<file path="config.mk">
export PLATFORM = sky130hd
export DESIGN_NAME = tdm_mem_sched
export DESIGN_NICKNAME = d
export VERILOG_FILES = /design/src/rtl/tdm_mem_pkg.sv /design/src/rtl/tdm_slot_ctr.sv /design/src/rtl/tdm_req_mux.sv /design/src/rtl/tdm_rd_pipe.sv /design/src/rtl/tdm_mem_sched.sv
export SDC_FILE = /design/constraint.sdc
export NUM_CORES = 1
export LEC_CHECK = 0
export ABC_CLOCK_PERIOD_IN_PS = 2600
export BUFFER_PORTS_ARGS = -buffer_cell sky130_fd_sc_hd__buf_2
export CAP_MARGIN = 10
export CORE_AREA = 2 2 281 283
export DETAILED_ROUTE_END_ITERATION = 16
export DIE_AREA = 0 0 283 285
export SYNTH_ARGS = -nofsm -noshare
export SYNTH_HDL_FRONTEND = slang
export SYNTH_HIERARCHICAL = 1
export SYNTH_SLANG_ARGS = --single-unit
</file>
<file path="constraint.sdc">
create_clock -name clk_i -period 2.6 [get_ports clk_i]
set_clock_uncertainty 0.2 [all_clocks]
set_input_delay 0.39 -clock clk_i [delete_from_list [all_inputs] [get_ports clk_i]]
set_output_delay 0.39 -clock clk_i [all_outputs]
set_load 0.05 [all_outputs]
</file>
<file path="src/rtl/tdm_mem_pkg.sv">
package tdm_mem_pkg;
    localparam int NREQ   = 5;
    localparam int NSLOT  = 4;
    localparam int SLOTW  = $clog2(NSLOT);
    localparam int IDW    = $clog2(NREQ);
    localparam int DEF_AW = 30;
    localparam int DEF_DW = 64;

    typedef enum logic [SLOTW-1:0] {
        SLOT_CPU   = 2'd0,
        SLOT_SEND  = 2'd1,
        SLOT_RECV0 = 2'd2,
        SLOT_RECV1 = 2'd3
    } slot_e;

    localparam logic [IDW-1:0] ID_CPU   = 3'd0;
    localparam logic [IDW-1:0] ID_SEND0 = 3'd1;
    localparam logic [IDW-1:0] ID_SEND1 = 3'd2;
    localparam logic [IDW-1:0] ID_RECV0 = 3'd3;
    localparam logic [IDW-1:0] ID_RECV1 = 3'd4;
endpackage

</file>
<file path="src/rtl/tdm_slot_ctr.sv">
module tdm_slot_ctr
    import tdm_mem_pkg::*;
(
    input  logic  clk_i,
    input  logic  rst_i,
    output slot_e slot_o
);
    typedef struct packed {
        slot_e slot;
    } ctr_t;

    ctr_t st_d, st_q;

    always_comb begin
        st_d = st_q;
        if (st_q.slot == slot_e'(NSLOT - 1)) begin
            st_d.slot = SLOT_CPU;
        end else begin
            st_d.slot = slot_e'(st_q.slot + 1'b1);
        end
    end

    always_ff @(posedge clk_i) begin
        if (rst_i) begin
            st_q <= '{slot: SLOT_CPU};
        end else begin
            st_q <= st_d;
        end
    end

    assign slot_o = st_q.slot;
endmodule

</file>
<file path="src/rtl/tdm_req_mux.sv">
module tdm_req_mux
    import tdm_mem_pkg::*;
#(
    parameter int AW = DEF_AW,
    parameter int DW = DEF_DW
) (
    input  slot_e                    slot_i,
    input  logic [NREQ-1:0]          req_valid_i,
    input  logic [NREQ-1:0]          req_write_i,
    input  logic [NREQ-1:0][AW-1:0]  req_addr_i,
    input  logic [NREQ-1:0][DW-1:0]  req_wdata_i,
    input  logic                     snd_sel_i,
    output logic                     sel_valid_o,
    output logic                     sel_write_o,
    output logic [AW-1:0]            sel_addr_o,
    output logic [DW-1:0]            sel_wdata_o,
    output logic [IDW-1:0]           sel_id_o,
    output logic                     refuse_o
);
    logic [IDW-1:0] owner;
    logic [IDW-1:0] loser;

    always_comb begin
        loser = snd_sel_i ? ID_SEND0 : ID_SEND1;
        unique case (slot_i)
            SLOT_CPU:   owner = ID_CPU;
            SLOT_SEND:  owner = snd_sel_i ? ID_SEND1 : ID_SEND0;
            SLOT_RECV0: owner = ID_RECV0;
            default:    owner = ID_RECV1;
        endcase
        sel_valid_o = req_valid_i[owner];
        sel_write_o = req_write_i[owner];
        sel_addr_o  = req_addr_i[owner];
        sel_wdata_o = req_wdata_i[owner];
        sel_id_o    = owner;
        refuse_o    = (slot_i == SLOT_SEND) && req_valid_i[loser];
    end
endmodule

</file>
<file path="src/rtl/tdm_rd_pipe.sv">
module tdm_rd_pipe
    import tdm_mem_pkg::*;
#(
    parameter int DW      = DEF_DW,
    parameter int MEM_LAT = 1
) (
    input  logic           clk_i,
    input  logic           rst_i,
    input  logic           iss_rd_i,
    input  logic [IDW-1:0] iss_id_i,
    input  logic [DW-1:0]  mem_rdata_i,
    output logic           rd_valid_o,
    output logic [IDW-1:0] rd_id_o,
    output logic [DW-1:0]  rd_data_o
);
    typedef struct packed {
        logic           v;
        logic [IDW-1:0] id;
    } tag_t;

    typedef struct packed {
        tag_t [MEM_LAT-1:0] pipe;
        logic               out_v;
        logic [IDW-1:0]     out_id;
        logic [DW-1:0]      out_data;
    } rp_t;

    rp_t st_d, st_q;

    always_comb begin
        st_d = st_q;
        st_d.pipe[0] = '{v: iss_rd_i, id: iss_id_i};
        for (int i = 1; i < MEM_LAT; i++) begin
            st_d.pipe[i] = st_q.pipe[i-1];
        end
        st_d.out_v  = st_q.pipe[MEM_LAT-1].v;
        st_d.out_id = st_q.pipe[MEM_LAT-1].id;
        if (st_q.pipe[MEM_LAT-1].v) begin
            st_d.out_data = mem_rdata_i;
        end
    end

    always_ff @(posedge clk_i) begin
        if (rst_i) begin
            st_q <= '0;
        end else begin
            st_q <= st_d;
        end
    end

    assign rd_valid_o = st_q.out_v;
    assign rd_id_o    = st_q.out_id;
    assign rd_data_o  = st_q.out_data;
endmodule

</file>
<file path="src/rtl/tdm_mem_sched.sv">
module tdm_mem_sched
    import tdm_mem_pkg::*;
#(
    parameter int AW      = DEF_AW,
    parameter int DW      = DEF_DW,
    parameter int MEM_LAT = 1
) (
    input  logic                    clk_i,
    input  logic                    rst_i,
    input  logic [NREQ-1:0]         req_valid_i,
    input  logic [NREQ-1:0]         req_write_i,
    input  logic [NREQ-1:0][AW-1:0] req_addr_i,
    input  logic [NREQ-1:0][DW-1:0] req_wdata_i,
    input  logic                    snd_sel_i,
    output logic [SLOTW-1:0]        slot_o,
    output logic                    mem_en_o,
    output logic                    mem_we_o,
    output logic [AW-1:0]           mem_addr_o,
    output logic [DW-1:0]           mem_wdata_o,
    input  logic [DW-1:0]           mem_rdata_i,
    output logic                    rd_valid_o,
    output logic [IDW-1:0]          rd_id_o,
    output logic [DW-1:0]           rd_data_o,
    output logic                    snd_err_o
);
    typedef struct packed {
        logic           en;
        logic           we;
        logic [AW-1:0]  addr;
        logic [DW-1:0]  wdata;
        logic [IDW-1:0] id;
        logic           err;
    } iss_t;

    slot_e          slot;
    logic           sel_valid;
    logic           sel_write;
    logic [AW-1:0]  sel_addr;
    logic [DW-1:0]  sel_wdata;
    logic [IDW-1:0] sel_id;
    logic           refuse;
    iss_t           st_d, st_q;

    tdm_slot_ctr u_ctr (
        .clk_i  (clk_i),
        .rst_i  (rst_i),
        .slot_o (slot)
    );

    tdm_req_mux #(.AW(AW), .DW(DW)) u_mux (
        .slot_i      (slot),
        .req_valid_i (req_valid_i),
        .req_write_i (req_write_i),
        .req_addr_i  (req_addr_i),
        .req_wdata_i (req_wdata_i),
        .snd_sel_i   (snd_sel_i),
        .sel_valid_o (sel_valid),
        .sel_write_o (sel_write),
        .sel_addr_o  (sel_addr),
        .sel_wdata_o (sel_wdata),
        .sel_id_o    (sel_id),
        .refuse_o    (refuse)
    );

    always_comb begin
        st_d       = st_q;
        st_d.en    = sel_valid;
        st_d.we    = sel_valid && sel_write;
        st_d.err   = refuse;
        if (sel_valid) begin
            st_d.addr  = sel_addr;
            st_d.wdata = sel_wdata;
            st_d.id    = sel_id;
        end
    end

    always_ff @(posedge clk_i) begin
        if (rst_i) begin
            st_q <= '0;
        end else begin
            st_q <= st_d;
        end
    end

    tdm_rd_pipe #(.DW(DW), .MEM_LAT(MEM_LAT)) u_rd (
        .clk_i       (clk_i),
        .rst_i       (rst_i),
        .iss_rd_i    (st_q.en && !st_q.we),
        .iss_id_i    (st_q.id),
        .mem_rdata_i (mem_rdata_i),
        .rd_valid_o  (rd_valid_o),
        .rd_id_o     (rd_id_o),
        .rd_data_o   (rd_data_o)
    );

    assign slot_o      = slot;
    assign mem_en_o    = st_q.en;
    assign mem_we_o    = st_q.we;
    assign mem_addr_o  = st_q.addr;
    assign mem_wdata_o = st_q.wdata;
    assign snd_err_o   = st_q.err;
endmodule

</file>
==> run_results.csv, run 1 <==
group,metric,value,unit
final_layout,seqCellArea,3490,sq um
floorplanning,initial_core_util,12.7,%
timing,worst_slack,235,ps
logic_synthesis,postSynthCellCount,1089,
timing,finalCritPeriodShare,90.9,%
final_layout,final_cell_mix,"711 x buf_2, 191 x nand2_1, 171 x dfxtp_1, 162 x mux2i_1, 162 x nor2_1",
cts,clockRootBuffer,"clkbuf_16",
cts,clkSinkCount,174,
floorplanning,dieHeight,285,um
worst_setup_path,ff2ff_setup_slack,240,ps
logic_synthesis,synth.ff_latch_count,174,
final_layout,fill_cells,8552,
power_and_ir_drop,power_density,621,nW/um^2
route,first_pass_iters,9,
worst_setup_path,start_kind,"flip-flop",
worst_setup_path,slowest_delay,560,ps
timing,slew_viol_final,0,
cts,clkLatencyLatePin,470,ps
worst_setup_path,reg2reg_depth,7,
timing,grt_setup_unrepaired,"no",
final_layout,multi_input_area,5200,sq um
final_layout,drive_gt1_share,49.4,%
worst_setup_path,endpoint_kind,"flip-flop",
worst_setup_path,path_delay_family,"buffers and inverters",
worst_setup_path,cpMaxStageDelayCell,"dlygate4sd3_1",
floorplanning,die_area,80700,sq um
power_and_ir_drop,p_total,9.84,mW
floorplanning,io_pins,714,
route,ant_nets,0,
logic_synthesis,yosysUniqueCellTypes,21,
logic_synthesis,yosysSeqAreaShare,35.2,%
route,detail_route.wl_per_cell,16.5,um
logic_synthesis,synth.area.top_cells,"dfxtp_1 35%, mux2i_1 16%, mux2_2 10%, a222oi_1 9.7%, buf_4 7.9%",
placement,place.gp.congestion,0.869,
run_status,status,"completed",
job,cap_violations,0,
worst_setup_path,r2r_start,"u_ctr/slot_o[0]",
cts,post-cts-setup-buffer-count,0,
route,wl_met1,19.4,mm
final_layout,area_delta_synth_final,60.4,%
power_and_ir_drop,vdd_drop_max,0.414,mV
hold_path,min_path_cells,5,
logic_synthesis,synth_top_area_share,35.2,%
worst_setup_path,cp.arrival,2540,ps
timing,tns,0,ps
route,vias,11000,
timing,fin_crit,2360,ps
route,drc,0,
cts,numCtsBuffers,17,
hold_path,min_path_type,"in -> reg",
floorplanning,die_x,283,um
grt,grt_pass1_vias,10900,
timing,slew_headroom,60.8,%
worst_setup_path,worst-path-max-fanout,56,
placement,hpwl,36.6,mm
placement,port_buffers,713,
route,totalWireLength,47.2,mm
grt,gr-total-overflow,0,
route,wl_met2,22.4,mm
worst_setup_path,path_buf_inv,2,
timing,fmax,423,MHz
timing,setup_violations,0,
worst_setup_path,worstReg2RegEnd,"mem_wdata_o[11]",
logic_synthesis,syn_nets,1637,
cts,clockBufferDepth,2,
grt,grt_usage,11.3,%
cts,clk_pin_slew_worst_paths,80,ps
route,top_layer,"met4",
grt,grt_max_degree,70,
worst_setup_path,path_class,"reg -> reg",
logic_synthesis,synth.avg_cell_area,9.08,sq um
floorplanning,row_count,103,
logic_synthesis,syn_area,9880,sq um
cts,htree_levels,4,
final_layout,layout_commonest_cell,"buf_2",
grt,antenna_found_initial,7,
cts,cts_tree,"yes",
timing,tightestPinTransition,588,ps
final_layout,post-route-util,20.3,%
worst_setup_path,worst_ep_required_time,2770,ps
floorplanning,coreArea,78000,sq um
grt,grt_pass1_wl,67.6,mm
timing,holdWs,63.2,ps
route,wl_met3,3.67,mm
hold_path,hold-path-endpoint,"mem_wdata_o[55]",
logic_synthesis,synth_top_cell_by_area,"dfxtp_1",
timing,hold_violations,0,
route,viasPerCell,3.85,
route,drt_iter0_markers,1087,
logic_synthesis,ys_warn_count,6,
power_and_ir_drop,p_leak,7.74,nW
final_layout,nNetsFinal,2347,
worst_setup_path,path_cells,"nor2b_4 -> buf_12 -> a222oi_1 -> nand2_1 -> dlygate4sd3_1 -> mux2i_1 -> nor2_1",
hold_path,min-delay-start,"req_wdata_i[55]",
placement,place_ws,-8.35,ps
[area by class of cell]
class,count,area share [%]
Multi-Input combinational cell,730,32.8
Tap cell,1050,8.29
Sequential cell,174,22.0
Antenna cell,4,0.0632
Clock inverter,15,1.09
Clock buffer,17,2.68
Timing Repair Buffer,876,33.0
[power by group]
group / internal [mW] / switching, mW
sequential: 2.96 / 0.182
combinational: 1.50 / 2.45
clock: 1.37 / 1.37
[metal layers]
| layer | vias to the layer above | global-route usage [%] |
|---|---|---|
| met4 | 0 | 5.33 |
| met5 | - | 0 |
| met2 | 692 | 19.1 |
| li1 | 5191 | - |
| met1 | 5051 | 13.2 |
| met3 | 91 | 3.18 |
[registers in the layout, summed over array words and instances, names as in the netlist, 2 cells and up]
register	cells
u_ctr/slot_o	2
mem_addr_o	30
mem_wdata_o	64
u_rd/rd_data_o	64
st_q	3
u_rd/st_d	4
u_rd/rd_id_o	3
[worst max-delay path by stage]
stage | startpoint | endpoint | slack (ps) | cells after the start
after global routing | u_ctr/slot_o[0] | mem_addr_o[13] | 90 | 7
final | u_ctr/slot_o[0] | mem_wdata_o[11] | 240 | 7
after global placement | snd_sel_i | mem_addr_o[0] | -50 | 8
after floorplan | u_ctr/slot_o[0] | mem_addr_o[10] | 140 | 10
after detailed placement | snd_sel_i | mem_addr_o[0] | -8 | 8
after CTS | u_ctr/slot_o[0] | mem_addr_o[0] | 70 | 7
[repair_timing]
action                                 4_1_cts  5_1_grt
endpoints found under the hold margin      111        0
resized for setup                            0        2
setup endpoints to repair                    0        8
hold buffers                               118        0
[logic make-up after synthesis]
| logic type | synth area share (%) |
|---|---|
| fa+ha+maj | 0.127 |
| mux | 27.6 |
| simple gates | 14.7 |
| buf+inv | 12.4 |
| compound gates | 9.87 |
| flops | 35.2 |
[cells in the mapped netlist]
cell type  number
clkbuf_1       43
dfxtp_1       174
buf_8           7
buf_2          21
buf_4         104
nand2_1       192
mux2_4          7
nor2_1        163
and2_1          2
ha_1            1
buf_6           5
o21bai_1        1
nand2b_1        1
a222oi_1       96
buf_1           5
mux2i_1       162
nor2b_1        13
nor3_2          1
mux2_2         89
a21o_1          1
nor3b_2         1
[metrics by stage]
step / instances / instance area (sq um)
after global routing: 2865 / 15800
after CTS: 2862 / 15800
after detailed placement: 2712 / 14100
after floorplan: 1089 / 9880
after global placement: 2712 / 14100
final: 2866 / 15900
[worst min-delay path, stage by stage]
cell	delay, ps
buf_2	80
nand2_1	40
nand2_1	50
mux2i_1	60
nor2_1	90
(Power assumes the default switching activity.)
==> run 2: changes to the inputs <==
Settings changed: ABC_AREA set to 1, CORE_AREA 2 2 281 283 to 2 2 277 279, DIE_AREA 0 0 283 285 to 0 0 279 281.
==> run 2 against run 1 <==
  * Die area decreased by 2.8%
  * Fmax down 5.1%
  * Final area grew 19%
  * Sequential share of layout area fell by 3.5 points
  * Area after synthesis rose by 38%
  * Sequential power increased by 12%
==> run_results.csv, run 2 <==
group,metric,value,unit
run_status,status,"completed",
route,detail_route.wl_per_cell,15.5,um
logic_synthesis,postSynthCellCount,2569,
logic_synthesis,synth_top_cell_by_area,"dfxtp_1",
power_and_ir_drop,seqPwrFrac,25.4,%
route,ant_nets,0,
timing,tightestPinTransition,661,ps
timing,slew_headroom,55.9,%
logic_synthesis,yosysSeqAreaShare,25.5,%
cts,clkLatencyLatePin,490,ps
worst_setup_path,worst_ep_required_time,2010,ps
cts,htree_levels,4,
power_and_ir_drop,p_int,6.82,mW
route,viasPerCell,4.00,
floorplanning,die_area,78400,sq um
timing,finalCritPeriodShare,95.8,%
logic_synthesis,ys_warn_count,6,
cts,cts-resized-gates,0,
timing,holdWs,52.7,ps
route,vias,16700,
final_layout,nNetsFinal,3730,
logic_synthesis,synth.ff_latch_count,174,
logic_synthesis,synth_edf_count,0,
floorplanning,coreArea,75400,sq um
hold_path,hold-path-endpoint,"u_rd/rd_data_o[29]",
worst_setup_path,worstReg2RegEnd,"mem_wdata_o[2]",
job,cap_violations,0,
cts,clockBufferDepth,2,
power_and_ir_drop,power_density,731,nW/um^2
grt,gr-total-overflow,0,
final_layout,drive_gt1_share,26.3,%
final_layout,area_delta_synth_final,38.0,%
logic_synthesis,synth_top_area_share,25.5,%
power_and_ir_drop,vdd_drop_max,0.477,mV
worst_setup_path,path_class,"reg -> out",
timing,slew_viol_final,0,
worst_setup_path,ff2ff_setup_slack,220,ps
power_and_ir_drop,p_leak,11.8,nW
logic_synthesis,yosysUniqueCellTypes,23,
logic_synthesis,synth.avg_cell_area,5.31,sq um
logic_synthesis,syn_nets,3117,
logic_synthesis,synth.top_cells.by_count,"903 x nand2_1, 464 x nor2_1, 448 x inv_1",
worst_setup_path,r2r_start,"u_ctr/slot_o[0]",
cts,post-cts-setup-buffer-count,0,
final_layout,post-route-util,25.0,%
timing,grt_setup_unrepaired,"no",
power_and_ir_drop,switching_power,6.96,mW
logic_synthesis,synth.area.top_cells,"dfxtp_1 26%, nand2_1 25%, nor2_1 13%, inv_1 12%, nand3_1 11%",
logic_synthesis,syn_area,13600,sq um
floorplanning,row_count,101,
cts,clk_pin_slew_worst_paths,100,ps
power_and_ir_drop,pwr-share-clk,20.7,%
timing,fmax,401,MHz
logic_synthesis,yosysMostFrequentCell,"nand2_1",
worst_setup_path,reg2reg_depth,13,
grt,grt_usage,15.9,%
grt,use_met2,25.1,%
final_layout,final_cell_mix,"901 x nand2_1, 713 x buf_2, 464 x nor2_1, 448 x inv_1, 299 x nand3_1",
timing,fin_crit,2490,ps
grt,grt_pass1_vias,15300,
floorplanning,initial_core_util,18.1,%
timing,setup_violations,0,
logic_synthesis,ys_async_sr_fraction,0,%
floorplanning,dieHeight,281,um
hold_path,min_path_type,"in -> reg",
placement,port_buffers,713,
placement,dpl_cell_area,17700,sq um
grt,met1_usage,19.8,%
placement,place.gp.congestion,0.925,
route,first_pass_iters,5,
worst_setup_path,cp.arrival,1900,ps
floorplanning,io_pins,714,
route,totalWireLength,64.7,mm
power_and_ir_drop,comb_power_share,53.8,%
grt,antenna_found_initial,23,
route,drc,0,
hold_path,min-delay-start,"mem_rdata_i[29]",
timing,tns,0,ps
hold_path,min_path_cells,5,
grt,grt_pass1_wl,92.6,mm
cts,clockRootBuffer,"clkbuf_16",
worst_setup_path,start_kind,"flip-flop",
grt,top_usage_layer,"met2",
grt,use_met3,5.55,%
floorplanning,die_x,279,um
worst_setup_path,endpoint_kind,"primary output",
grt,grt_max_degree,98,
placement,hpwl,51.2,mm
final_layout,final_area,18800,sq um
cts,numCtsBuffers,17,
worst_setup_path,worst-path-max-fanout,48,
timing,hold_violations,0,
logic_synthesis,ys.flop_type,"dfxtp_1",
power_and_ir_drop,sw_frac_of_total,50.5,%
route,drt_iter0_markers,873,
final_layout,layout_commonest_cell,"nand2_1",
cts,cts_tree,"yes",
cts,clkSinkCount,174,
==> run 2: cell count changes after synthesis, moves of 89 or more <==
cell,previous run,this run
nand2_1,192,903
inv_1,0,448
nor2_1,163,464
nand3_1,0,299
mux2i_1,162,0
a222oi_1,96,0
mux2_2,89,0
==> run 2: logic make-up (layout without fill, tap and decap cells) <==
kind of cell	Yosys count	in the layout	synth area share, %
AND/OR/NAND/NOR	1687	1687	49.7
buffers and inverters	701	1327	24.4
flip-flops	174	174	25.5
AO/OA/AOI/OAI	6	6	0.312
adder cells (fa/ha/maj)	1	1	0.0917
other	0	7	0
==> run 2: how the worst max path moves through the flow <==
stage	from	endpoint	slack (ps)	cells after the start
global route	u_ctr/slot_o[1]	slot_o[1]	20	2
global placement	snd_sel_i	mem_wdata_o[34]	220	12
floorplan	u_ctr/slot_o[1]	mem_wdata_o[42]	170	14
detailed placement	snd_sel_i	mem_wdata_o[40]	180	12
CTS	u_ctr/slot_o[1]	slot_o[1]	70	2
finish	u_ctr/slot_o[1]	slot_o[1]	110	2
==> run 2: critical path, stage by stage, from the launching register on <==
cell and delay [ps]:
dfxtp_4 430, buf_4 510, buf_2 380
==> run 2: power groups by stage <==
stage | clock network (mW) | registers, mW | logic, mW
2_1_floorplan | 0 | 3.90 | 5.20
3_3_place_gp | 0 | 3.56 | 7.41
3_5_place_dp | 0 | 3.56 | 7.42
4_1_cts | 3.01 | 3.51 | 7.49
5_1_grt | 3.08 | 3.57 | 8.19
6_report | 2.85 | 3.51 | 7.42
==> run 2: area by class of cell <==
cell class                      count  area (sq um)
Tap cell                          978          1220
Inverter                          450          1690
Clock inverter                     15           185
Antenna cell                        7          17.5
Clock buffer                       17           425
Multi-Input combinational cell   1694          6890
Sequential cell                   174          3490
Timing Repair Buffer              845          4900
Fill cell                        8639         56600
==> run 2: stage by stage <==
step	power [mW]	cells	worst slack, ps
floorplan	9.10	2569	169
detailed placement	11.0	4089	177
global route	14.8	4175	18.1
finish	13.8	4180	108
global placement	11.0	4089	221
CTS	14.0	4173	71.3
==> run 2: repair_timing <==
action / 4_1_cts / 5_1_grt
setup endpoints to repair: 0 / 0
hold buffers: 52 / 0
hold endpoints to repair: 52 / 0
==> run 2: per-layer routing <==
metal / share of wire (%) / wire, um
met1: 44 / 28400
met2: 43 / 28000
met3: 9.5 / 6150
met4: 3.2 / 2060
met5: 0.17 / 108
